[config.mk]
export PLATFORM = sky130hd
export DESIGN_NAME = prbs_engine
export DESIGN_NICKNAME = d
export VERILOG_FILES = /design/src/rtl/tpg_pkg.sv /design/src/rtl/prbs_lane.sv /design/src/rtl/prbs_engine.sv
export SDC_FILE = /design/constraint.sdc
export NUM_CORES = 1
export LEC_CHECK = 0
export BUFFER_PORTS_ARGS = -buffer_cell sky130_fd_sc_hd__buf_2
export CORE_UTILIZATION = 46
export DETAILED_ROUTE_END_ITERATION = 10
export PLACE_DENSITY = 0.76
export SYNTH_ARGS = -nofsm -noshare
export SYNTH_HDL_FRONTEND = slang
export SYNTH_HIERARCHICAL = 1
export SYNTH_SLANG_ARGS = --single-unit
[constraint.sdc]
create_clock -name clk -period 6.5 [get_ports clk]
set_clock_uncertainty 0.2 [all_clocks]
set_input_delay 0 -clock clk [delete_from_list [all_inputs] [get_ports clk]]
set_output_delay 0 -clock clk [all_outputs]
set_load 0.05 [all_outputs]
[src/rtl/tpg_pkg.sv]
// Shared definitions for the test pattern generator: selector codes and
// the PRBS polynomial set. Assumes at most four PRBS lanes.
package tpg_pkg;
    typedef enum logic [2:0] {
        SEL_PRBS7  = 3'd0,
        SEL_PRBS15 = 3'd1,
        SEL_PRBS23 = 3'd2,
        SEL_PRBS31 = 3'd3,
        SEL_SINE   = 3'd4,
        SEL_SAW    = 3'd5,
        SEL_TRI    = 3'd6,
        SEL_SQUARE = 3'd7
    } pat_sel_e;

    localparam int NUM_PRBS = 4;
    localparam int MAX_LEN  = 31;

    // Register length of PRBS lane idx.
    function automatic int prbs_len(input int idx);
        case (idx)
            0:       return 7;
            1:       return 15;
            2:       return 23;
            default: return 31;
        endcase
    endfunction

    // Second feedback tap of PRBS lane idx.
    function automatic int prbs_tap(input int idx);
        case (idx)
            0:       return 6;
            1:       return 14;
            2:       return 18;
            default: return 28;
        endcase
    endfunction
endpackage

[src/rtl/prbs_lane.sv]
// Combinational unroll of one Fibonacci LFSR (x^LEN + x^TAP + 1) over
// WORD_W steps. Bit i of word_o is the i-th generated bit. Assumes TAP < LEN.
module prbs_lane #(
    parameter int LEN    = 7,
    parameter int TAP    = 6,
    parameter int WORD_W = 64
) (
    input  logic [LEN-1:0]    st_i,
    output logic [WORD_W-1:0] word_o,
    output logic [LEN-1:0]    nxt_o
);
    // Step the register WORD_W times and collect the new bits.
    always_comb begin : unroll
        logic [LEN-1:0] s;
        logic           b;
        s = st_i;
        word_o = '0;
        for (int i = 0; i < WORD_W; i++) begin
            b = s[LEN-1] ^ s[TAP-1];
            word_o[i] = b;
            s = {s[LEN-2:0], b};
        end
        nxt_o = s;
    end
endmodule

[src/rtl/prbs_engine.sv]
// Shared PRBS state register with one unrolled lane per polynomial. The
// active lane picks the next state and word. Assumes lane_i is stable
// between reseeds.
module prbs_engine #(
    parameter int WORD_W = 64
) (
    input  logic              clk,
    input  logic              rst_n,
    input  logic              reseed_i,
    input  logic              adv_i,
    input  logic [1:0]        lane_i,
    output logic [WORD_W-1:0] word_o
);
    import tpg_pkg::*;

    logic [MAX_LEN-1:0] state_q;
    logic [MAX_LEN-1:0] nxt_all  [NUM_PRBS];
    logic [WORD_W-1:0]  word_all [NUM_PRBS];

    for (genvar g = 0; g < NUM_PRBS; g++) begin : g_lane
        localparam int L = prbs_len(g);
        localparam int T = prbs_tap(g);
        logic [L-1:0] nxt_g;

        prbs_lane #(.LEN(L), .TAP(T), .WORD_W(WORD_W)) u_lane (
            .st_i   (state_q[L-1:0]),
            .word_o (word_all[g]),
            .nxt_o  (nxt_g)
        );

        if (L < MAX_LEN) begin : g_pad
            assign nxt_all[g] = {state_q[MAX_LEN-1:L], nxt_g};
        end else begin : g_full
            assign nxt_all[g] = nxt_g;
        end

        // An all-zero register would lock the stream at zero forever.
        assert_lfsr_live_R1: assert property (@(posedge clk) disable iff (!rst_n)
            (lane_i == 2'(g)) |-> (|state_q[L-1:0]))
            else $error("PRBS lane %0d register reached zero", g);
    end

    assign word_o = word_all[lane_i];

    // State update: seed on reset/reselect, advance one word when enabled.
    always_ff @(posedge clk) begin
        if (!rst_n || reseed_i) begin
            state_q <= '1;
        end else if (adv_i) begin
            state_q <= nxt_all[lane_i];
        end
    end
endmodule

==> flow_metrics.py <==
metrics = {
    "status": {
        "status": "finished clean",
    },
    "pwr": {
        "p_int_mw": 0.715,
        "ir_worst_vdd_mv": 0.0999,
        "finalPower_mw": 1.43,
        "cellLeakagePower_nw": 2.57,
        "switching_share_pct": 49.9,
        "p_seq_share_pct": 16.1,
        "clkPwrFrac_pct": 20.2,
        "comb_power_share_pct": 63.7,
        "power_density_nw_per_um2": 222,
        "p_sw_mw": 0.711,
    },
    "cts": {
        "clockBufferDepth": 2,
        "clk_pin_slew_ns": 0.06,
        "insertion_delay_ns": 0.29,
        "cts_buffers": 5,
        "cts-root-buf": "clkbuf_16",
        "postCtsSetupRepairBufs": 0,
        "h-tree-depth": 2,
        "cts.sinks": 31,
        "cts_tree": "done",
    },
    "global_routing": {
        "track_usage_pct": 27.2,
        "first_global_vias": 4779,
        "grt_max_degree": 84,
        "grt.met3_usage_pct": 7.41,
        "overflow": 0,
        "grt_pass1_wl_um": 29300,
        "grt-busiest-layer": "met2",
        "antenna_found_initial": 0,
        "grt_use_met1_pct": 35.1,
        "use_met2_pct": 42.0,
    },
    "critical_path": {
        "slowest_stage": "dfxtp_2",
        "path_class": "reg -> out",
        "path_cells": "xor2_2, xnor2_1, xnor2_1, mux4_2, buf_2",
        "r2r_cells": 5,
        "critPathLaunchType": "flip-flop",
        "crit_top_cell": "xnor2_1",
        "cp.required_ns": 6.30,
        "cpPeakStageDelay_ns": 0.98,
        "end_kind": "output pin",
        "crit_arrival_ns": 3.05,
        "worst-path-max-fanout": 27,
    },
    "die": {
        "dieArea_um2": 14600,
        "fp.dieH_um": 121,
        "die_w_um": 121,
        "core_um2": 13800,
        "rows": 43,
        "start_util_pct": 46.9,
        "io_pins": 70,
    },
    "synth": {
        "yosys-top-cells-area": "mux4_2 25%, xor2_1 19%, xnor2_1 14%, buf_4 10%, dfxtp_1 9.6%",
        "async_flop_share_pct": 0,
        "synth_top_cell_by_area": "mux4_2",
        "synth_top_family_by_area": "XOR/XNOR gates",
        "muxShareOfSynthArea_pct": 29.5,
        "synth_top_area_share_pct": 24.7,
        "synth-simple-area-share_pct": 3.30,
        "synth_cell_types": 24,
        "syn_avg_cell_area_um2": 10.3,
        "ys_warn_count": 6,
        "synth_edf_count": 0,
        "synth_top_cells_by_count": "144 x xor2_1, 100 x xnor2_1, 89 x buf_4",
        "syn_nets": 637,
        "synth_xor_area_share_pct": 39.8,
        "synth-seq-area-share_pct": 9.58,
        "synth_most_common_cell": "xor2_1",
        "synthFlopType": "dfxtp_1",
        "syn-cell-area_um2": 6480,
        "synthAdderAreaFrac_pct": 0,
        "synth_compound_area_share_pct": 2.24,
        "ys_ff_latch": 31,
        "syn_inst": 631,
    },
    "timing": {
        "relSlewSlack_pct": 25.3,
        "tightest_slew_ns": 1.12,
        "rsz0062_at_grt": "false",
        "slew_violations": 0,
        "finalCriticalPeriod_ns": 3.25,
        "fin_ws_ns": 3.25,
        "whs_ns": 0.0722,
        "setup_violations": 0,
        "fin_crit_sh_pct": 50.0,
        "hold_violations": 0,
        "max_freq_mhz": 308,
        "setup_tns_ns": 0,
    },
    "drt": {
        "drtIter0Drc": 621,
        "drc": 0,
        "firstDrtPassIters": 7,
        "drt-vias-per-instance": 6.23,
        "wl_per_cell_um": 25.3,
        "wl_um": 19300,
        "ant_nets": 0,
        "vias": 4751,
    },
    "layout": {
        "insertedDiodeCount": 0,
        "fillers": 1243,
        "finalInstanceArea_um2": 6410,
        "area.growth.synth_to_final_pct": -1.04,
        "num-nets-final": 587,
        "drive_gt1_share_pct": 30.9,
    },
    "placed_design": {
        "place_ws_ns": 3.68,
        "dpl.hpwl_um": 13600,
        "gp_congestion": 1.02,
        "place_area_um2": 6230,
        "portBuffers": 69,
    },
    "flow_run": {
        "drv_cap": 0,
    },
    "min_path": {
        "hp-class": "in -> reg",
        "min_path_cells": 4,
    },
}
[metrics by stage]
step           utilization [%]  std cells
4_1_cts                   46.4        762
3_3_place_gp              45.1        753
6_report                  46.4        762
2_1_floorplan                -        631
3_5_place_dp              45.1        753
5_1_grt                   46.4        762
[cells by family (layout without fill, tap and decap cells)]
| family | Yosys count | after routing |
|---|---|---|
| buffers and inverters | 162 | 113 |
| DFF | 31 | 31 |
| muxes | 102 | 102 |
| and+or+nand+nor | 52 | 52 |
| xor gates and xnor gates | 267 | 267 |
| AOI/OAI and AO/OA | 17 | 17 |
[layout by cell type, fill, tap and decap left out, types with 2 or more instances in the layout]
master	count
xor2_4	2
nand2_1	40
mux4_2	71
o211ai_1	8
inv_1	22
buf_2	67
buf_4	14
a221o_1	8
xnor2_2	5
nand3_1	9
mux2i_1	31
xnor3_1	6
xor2_2	9
clkbuf_16	5
dfxtp_2	2
dfxtp_1	29
xor2_1	144
xnor2_1	100
[layer usage]
metal | vias up | share of wire [%]
met2 | 398 | 46
met1 | 2337 | 36
met4 | 0 | 5.0
li1 | 1938 | -
met5 | - | 0
met3 | 78 | 13
[worst max-delay path, delay by kind of cell, from the launching register on]
family | cells | cell delay [ns]
xor gates and xnor gates | 3 | 1.05
buffers and inverters | 1 | 0.23
DFF | 1 | 0.98
muxes | 1 | 0.48
[final timing paths]
path	to	slack, ns	start
worst max register to register	state_q[6]	3.65	flip-flop
worst max-delay path	word_o[43]	3.25	state_q[1]
worst min-delay path	state_q[0]	0.07	rst_n
worst min register to register	flip-flop	0.32	flip-flop
[power groups by stage]
stage | logic, mW | clock network, mW | registers [mW]
after floorplan | 0.808 | 0 | 0.221
after global placement | 0.880 | 0 | 0.232
after detailed placement | 0.892 | 0 | 0.232
after CTS | 0.896 | 0.290 | 0.228
after global routing | 0.942 | 0.301 | 0.230
final | 0.908 | 0.288 | 0.230
[repair_timing]
item	in CTS	in global routing
hold buffers	1	0
hold endpoints to repair	9	0
gates resized for setup	0	0
[layout make-up]
cell class	count	area, um2	area share, %
Clock inverter	2	35.0	0.546
Clock buffer	6	139	2.17
Multi-Input combinational cell	438	4850	75.6
Sequential cell	31	623	9.72
Tap cell	180	225	3.51
Timing Repair Buffer	83	462	7.20
Inverter	22	82.6	1.29
(Power assumes the default switching activity.)
